==> src/rtl/mseq_pkg.sv <==
package mseq_pkg;
  localparam int PH_W   = 2;
  localparam int N_SLOT = 1 << PH_W;

  typedef logic [PH_W-1:0] phase_t;

  // fixed datapath slots inside one machine cycle
  localparam phase_t SLOT_IR  = phase_t'(0);
  localparam phase_t SLOT_CTL = phase_t'(1);
  localparam phase_t SLOT_ALU = phase_t'(2);
  localparam phase_t SLOT_WB  = phase_t'(N_SLOT - 1);

  typedef enum logic {
    MC_FETCH = 1'b0,
    MC_EXEC  = 1'b1
  } mc_kind_e;
endpackage

==> src/rtl/mseq_phase_ctr.sv <==
module mseq_phase_ctr
  import mseq_pkg::*;
(
  input  logic   clk,
  input  logic   rst,
  output phase_t phase_o,
  output logic   wrap_o
);
  phase_t ph_q;

  always_ff @(posedge clk) begin
    if (rst) ph_q <= SLOT_IR;
    else     ph_q <= ph_q + phase_t'(1);
  end

  assign phase_o = ph_q;
  assign wrap_o  = (ph_q == SLOT_WB);
endmodule

==> src/rtl/mseq_cycle_track.sv <==
module mseq_cycle_track
  import mseq_pkg::*;
#(
  parameter int MCYC_W = 3
) (
  input  logic              clk,
  input  logic              rst,
  input  logic              wrap_i,
  input  logic              mem_acc_i,
  input  logic              instr_done_i,
  output mc_kind_e          kind_o,
  output logic [MCYC_W-1:0] mcycle_o,
  output logic              fetching_o
);
  localparam logic [MCYC_W-1:0] MC_ZERO  = '0;
  localparam logic [MCYC_W-1:0] MC_FIRST = MCYC_W'(1);
  localparam logic [MCYC_W-1:0] MC_LAST  = '1;

  mc_kind_e          kind_q, kind_n;
  logic [MCYC_W-1:0] mc_q, mc_n;

  // this cycle brings in an opcode: either a dedicated fetch, or the
  // last execute cycle overlapping it because memory is otherwise idle
  always_comb begin
    fetching_o = (kind_q == MC_FETCH) || (instr_done_i && !mem_acc_i);
  end

  always_comb begin
    kind_n = kind_q;
    mc_n   = mc_q;
    if (kind_q == MC_FETCH) begin
      kind_n = MC_EXEC;
      mc_n   = MC_FIRST;
    end else if (instr_done_i) begin
      if (mem_acc_i) begin
        kind_n = MC_FETCH;
        mc_n   = MC_ZERO;
      end else begin
        kind_n = MC_EXEC;
        mc_n   = MC_FIRST;
      end
    end else begin
      kind_n = MC_EXEC;
      mc_n   = (mc_q == MC_LAST) ? MC_LAST : mc_q + MC_FIRST;
    end
  end

  always_ff @(posedge clk) begin
    if (rst) begin
      kind_q <= MC_FETCH;
      mc_q   <= MC_ZERO;
    end else if (wrap_i) begin
      kind_q <= kind_n;
      mc_q   <= mc_n;
    end
  end

  assign kind_o   = kind_q;
  assign mcycle_o = mc_q;
endmodule

==> src/rtl/mseq_strobe_gen.sv <==
module mseq_strobe_gen
  import mseq_pkg::*;
(
  input  logic     clk,
  input  logic     rst,
  input  phase_t   phase_i,
  input  mc_kind_e kind_i,
  input  logic     mem_acc_i,
  input  logic     fetching_i,
  output logic     ir_load_o,
  output logic     ctl_latch_o,
  output logic     alu_start_o,
  output logic     wb_commit_o,
  output logic     mem_commit_o,
  output logic     op_read_o,
  output logic     op_bus_o
);
  // enter[s] : the next clock belongs to slot s
  logic [N_SLOT-1:0] enter;
  logic              exec;

  for (genvar g = 0; g < N_SLOT; g++) begin : g_enter
    assign enter[g] = (phase_i == phase_t'((g + N_SLOT - 1) % N_SLOT));
  end

  assign exec = (kind_i == MC_EXEC);

  // strobes are registered one edge ahead so they line up with the slot
  always_ff @(posedge clk) begin
    if (rst) begin
      ir_load_o    <= 1'b0;
      ctl_latch_o  <= 1'b0;
      alu_start_o  <= 1'b0;
      wb_commit_o  <= 1'b0;
      mem_commit_o <= 1'b0;
      op_read_o    <= 1'b0;
      op_bus_o     <= 1'b0;
    end else begin
      ir_load_o    <= enter[SLOT_IR]  & fetching_i;
      ctl_latch_o  <= enter[SLOT_CTL] & exec;
      alu_start_o  <= enter[SLOT_ALU] & exec;
      wb_commit_o  <= enter[SLOT_WB]  & exec;
      mem_commit_o <= enter[SLOT_WB]  & exec & mem_acc_i;
      op_read_o    <= enter[SLOT_ALU] & fetching_i;
      op_bus_o     <= enter[SLOT_WB]  & fetching_i;
    end
  end
endmodule

==> src/rtl/mcycle_sequencer.sv <==
module mcycle_sequencer
  import mseq_pkg::*;
#(
  parameter int MCYC_W = 3
) (
  input  logic              clk,
  input  logic              rst,
  input  logic              mem_acc_i,
  input  logic              instr_done_i,
  output logic [1:0]        phase_o,
  output logic [MCYC_W-1:0] mcycle_o,
  output logic              ir_load_o,
  output logic              ctl_latch_o,
  output logic              alu_start_o,
  output logic              wb_commit_o,
  output logic              mem_commit_o,
  output logic              op_read_o,
  output logic              op_bus_o
);
  phase_t   phase;
  logic     wrap;
  mc_kind_e kind;
  logic     fetching;

  mseq_phase_ctr u_phase (
    .clk     (clk),
    .rst     (rst),
    .phase_o (phase),
    .wrap_o  (wrap)
  );

  mseq_cycle_track #(.MCYC_W(MCYC_W)) u_track (
    .clk          (clk),
    .rst          (rst),
    .wrap_i       (wrap),
    .mem_acc_i    (mem_acc_i),
    .instr_done_i (instr_done_i),
    .kind_o       (kind),
    .mcycle_o     (mcycle_o),
    .fetching_o   (fetching)
  );

  mseq_strobe_gen u_strobe (
    .clk          (clk),
    .rst          (rst),
    .phase_i      (phase),
    .kind_i       (kind),
    .mem_acc_i    (mem_acc_i),
    .fetching_i   (fetching),
    .ir_load_o    (ir_load_o),
    .ctl_latch_o  (ctl_latch_o),
    .alu_start_o  (alu_start_o),
    .wb_commit_o  (wb_commit_o),
    .mem_commit_o (mem_commit_o),
    .op_read_o    (op_read_o),
    .op_bus_o     (op_bus_o)
  );

  assign phase_o = phase;
endmodule

==> config.mk <==
export PLATFORM = sky130hd
export DESIGN_NAME = mcycle_sequencer
export DESIGN_NICKNAME = d
export VERILOG_FILES = /design/src/rtl/mseq_pkg.sv /design/src/rtl/mseq_phase_ctr.sv /design/src/rtl/mseq_cycle_track.sv /design/src/rtl/mseq_strobe_gen.sv /design/src/rtl/mcycle_sequencer.sv
export SDC_FILE = /design/constraint.sdc
export NUM_CORES = 1
export LEC_CHECK = 0
export ABC_AREA = 1
export BUFFER_PORTS_ARGS = -buffer_cell sky130_fd_sc_hd__buf_2
export CORE_AREA = 5 5 42 44
export DETAILED_ROUTE_END_ITERATION = 12
export DIE_AREA = 0 0 47 49
export MAX_ROUTING_LAYER = met4
export SLEW_MARGIN = 0
export SYNTH_ARGS = -nofsm -noshare
export SYNTH_HDL_FRONTEND = slang
export SYNTH_HIERARCHICAL = 1
export SYNTH_SLANG_ARGS = --single-unit
==> constraint.sdc <==
create_clock -name clk -period 2.2 [get_ports clk]
set_input_delay 0.22 -clock clk [delete_from_list [all_inputs] [get_ports clk]]
set_output_delay 0.22 -clock clk [all_outputs]
set_load 0.03 [all_outputs]
==> out/results.ini <==
[clock_tree]
path_clk_slew_ns=0.07
clock_tree.buffer_depth=2
cts_tree=done
cts_setup_buffers=0
cts_hold_repair.buffers=0
cts-htree-levels=1
cts-resized-gates=0
clock_latency_ns=0.27
clk_root_buffer_cell=sky130_fd_sc_hd__clkbuf_4
number_of_sinks_on_the_clock_net=13
tritoncts.num_buffers=3

[setup_path]
cp_max_fo=8
worstSetupPathType=register to register
cp.arrival_ns=1.35
setup.reg_to_reg.worst_slack_ns=1.02
timing.critical_path.required_ns=2.37
timing.critical_path.to_type=register
worst_setup_path_start_kind=register

[timing]
grt_setup_unrepaired=no
fmax_ghz=0.844
finalCriticalPeriod_ns=1.18
number_of_hold_violations_in_the_final_report=0
worst_slack_ns=1.02
finalCritPeriodShare=0.538
drv_slew=0
skew_ns=0.00315
worst-slew-pin-transition_ns=0.273
setup-tns-final_ns=0
timing.max_slew.rel_slack=0.818
setup_viol=0

[route]
detail_route.vias_per_cell=4.26
via_count=396
number_of_drc_markers_in_iteration_0=6
drt-pass1-iter-count=4
drcViolationCount=0
avgRoutedWirePerCell_um=9.01
totalWireLength_um=838
drt.antenna.violating_nets=0

[finish]
drive_above_1_share=0.286
area_growth_pct=25.8
fin_cells=93
final_net_count=84
postLayoutCoreUtil=0.422
antenna_cell_count=0
layout.filler_cells=154

[yosys]
synth-seq-cells=13
seq_area_frac_synth=0.553
synth.top_cell.area_share=0.553
synth_area_leaders=sky130_fd_sc_hd__dfxtp_1 (55%), sky130_fd_sc_hd__nor2_1 (10%), sky130_fd_sc_hd__inv_1 (7.2%), sky130_fd_sc_hd__nand2_1 (6.4%), sky130_fd_sc_hd__ha_1 (5.3%)
post_synthesis_net_count=64
ys_top_cells_by_count=sky130_fd_sc_hd__dfxtp_1 (13), sky130_fd_sc_hd__nor2_1 (13), sky130_fd_sc_hd__inv_1 (9), sky130_fd_sc_hd__nand2_1 (8), sky130_fd_sc_hd__o21ai_0 (3)
synth_edf_count=0
synth_cell_type_count=13
postSynthCellCount=58
async_flop_share=0
synthesis.area_um2=470
yosys_warnings=6
yosys_most_used_dff=sky130_fd_sc_hd__dfxtp_1
yosysTopAreaCell=sky130_fd_sc_hd__dfxtp_1
postSynthAreaPerCell_um2=8.11

[grt]
global_route.usage.total=0.0893
grt_antenna_before_repair=0
first_global_vias=363
gr-total-overflow=0
grt_pass1_wl_um=1450
grt_max_degree=9

[placed_design]
place.port_buffers=15
place.gp.congestion=0.730
placedCellCount=89
hpwlAfterDp_um=651
placement.setup.worst_slack_ns=1.02

[power]
worst_ir_drop_vdd_v=0.000419
finalPower_mw=0.453
cellLeakagePower_nw=0.309
power_density_nw_per_um2=765

[die]
floorplan.rows=14
start_util=0.336
die_extent_in_y_um=49
top_level_ports=16
die_width_um=47
floorplan.die_area_um2=2300
fp.coreArea_um2=1400

[flow_run]
drv.max_cap_violation_count=0

[worst_hold_path]
hold_class=input port to register

[outcome]
status=complete, no violations

-- final timing paths --
check,from,end,depth (start not counted)
setup / recovery,u_phase/phase_o[0],u_track/mcycle_o[0],4
hold / removal,mem_acc_i,u_strobe/mem_commit_o,3
setup reg to reg,u_phase/phase_o[0],u_track/mcycle_o[0],4
hold reg to reg,u_phase/phase_o[1],u_strobe/op_read_o,1
-- layout make-up --
type	instances	area, µm²	area share
inverter	10	37.5	0.0634
timing repair buffer	15	75.1	0.127
clock buffer	4	26.3	0.0444
sequential	13	260	0.440
multi-input combinational	35	173	0.292
tap	16	20.0	0.0338
-- flip-flops by register name (all words and copies together), names as in the netlist --
signal / count
u_strobe/ir_load_o: 1
u_strobe/mem_commit_o: 1
u_track/kind_o: 1
u_phase/phase_o: 2
u_strobe/wb_commit_o: 1
u_strobe/op_bus_o: 1
u_strobe/alu_start_o: 1
u_strobe/op_read_o: 1
u_track/mcycle_o: 3
u_strobe/ctl_latch_o: 1
-- power by group --
| part | internal [mW] | switching [mW] | leakage [nW] |
|---|---|---|---|
| clock network | 0.0702 | 0.0719 | 0.0150 |
| registers | 0.245 | 0.00772 | 0.106 |
| logic | 0.0180 | 0.0400 | 0.188 |
-- worst max-delay path, stage by stage (launching register included) --
cell and delay, ns:
sky130_fd_sc_hd__dfxtp_1 0.44, sky130_fd_sc_hd__ha_1 0.35, sky130_fd_sc_hd__nand3_1 0.12, sky130_fd_sc_hd__nor2_1 0.13, sky130_fd_sc_hd__nor2_1 0.04
-- routing by layer --
| layer | part of all wire | global-route usage |
|---|---|---|
| met2 | 0.44 | 0.127 |
| met5 | 0 | - |
| met4 | 0.0072 | 0.0276 |
| met3 | 0.098 | 0.0554 |
| met1 | 0.46 | 0.103 |
-- cells by family (layout without fill, tap and decap cells) --
kind of cell	Yosys count	after routing	share of synthesized area
buffers and inverters	10	29	0.0798
flip-flops	13	13	0.553
AO/OA/AOI/OAI	6	6	0.0718
AND/OR/NAND/NOR	27	27	0.242
adder cells (fa/ha/maj)	2	2	0.0532
-- layout by cell type, fill, tap and decap left out, types with 2 or more instances in the layout --
cell type	n
sky130_fd_sc_hd__buf_2	15
sky130_fd_sc_hd__nor2_1	13
sky130_fd_sc_hd__dfxtp_1	13
sky130_fd_sc_hd__inv_1	9
sky130_fd_sc_hd__nand2_1	8
sky130_fd_sc_hd__clkbuf_4	3
sky130_fd_sc_hd__o21ai_0	3
sky130_fd_sc_hd__ha_1	2
sky130_fd_sc_hd__nand3_1	2
sky130_fd_sc_hd__nor2_2	2
sky130_fd_sc_hd__a21oi_1	2
-- per-stage QoR --
stage	hold WS, ns	cell area (µm²)
6_report	0.180	592
5_1_grt	0.174	592
4_1_cts	0.171	592
3_5_place_dp	0.451	566
3_3_place_gp	0.444	566
2_1_floorplan	0.291	470
No activity file was read; power rests on OpenSTA's default activity.
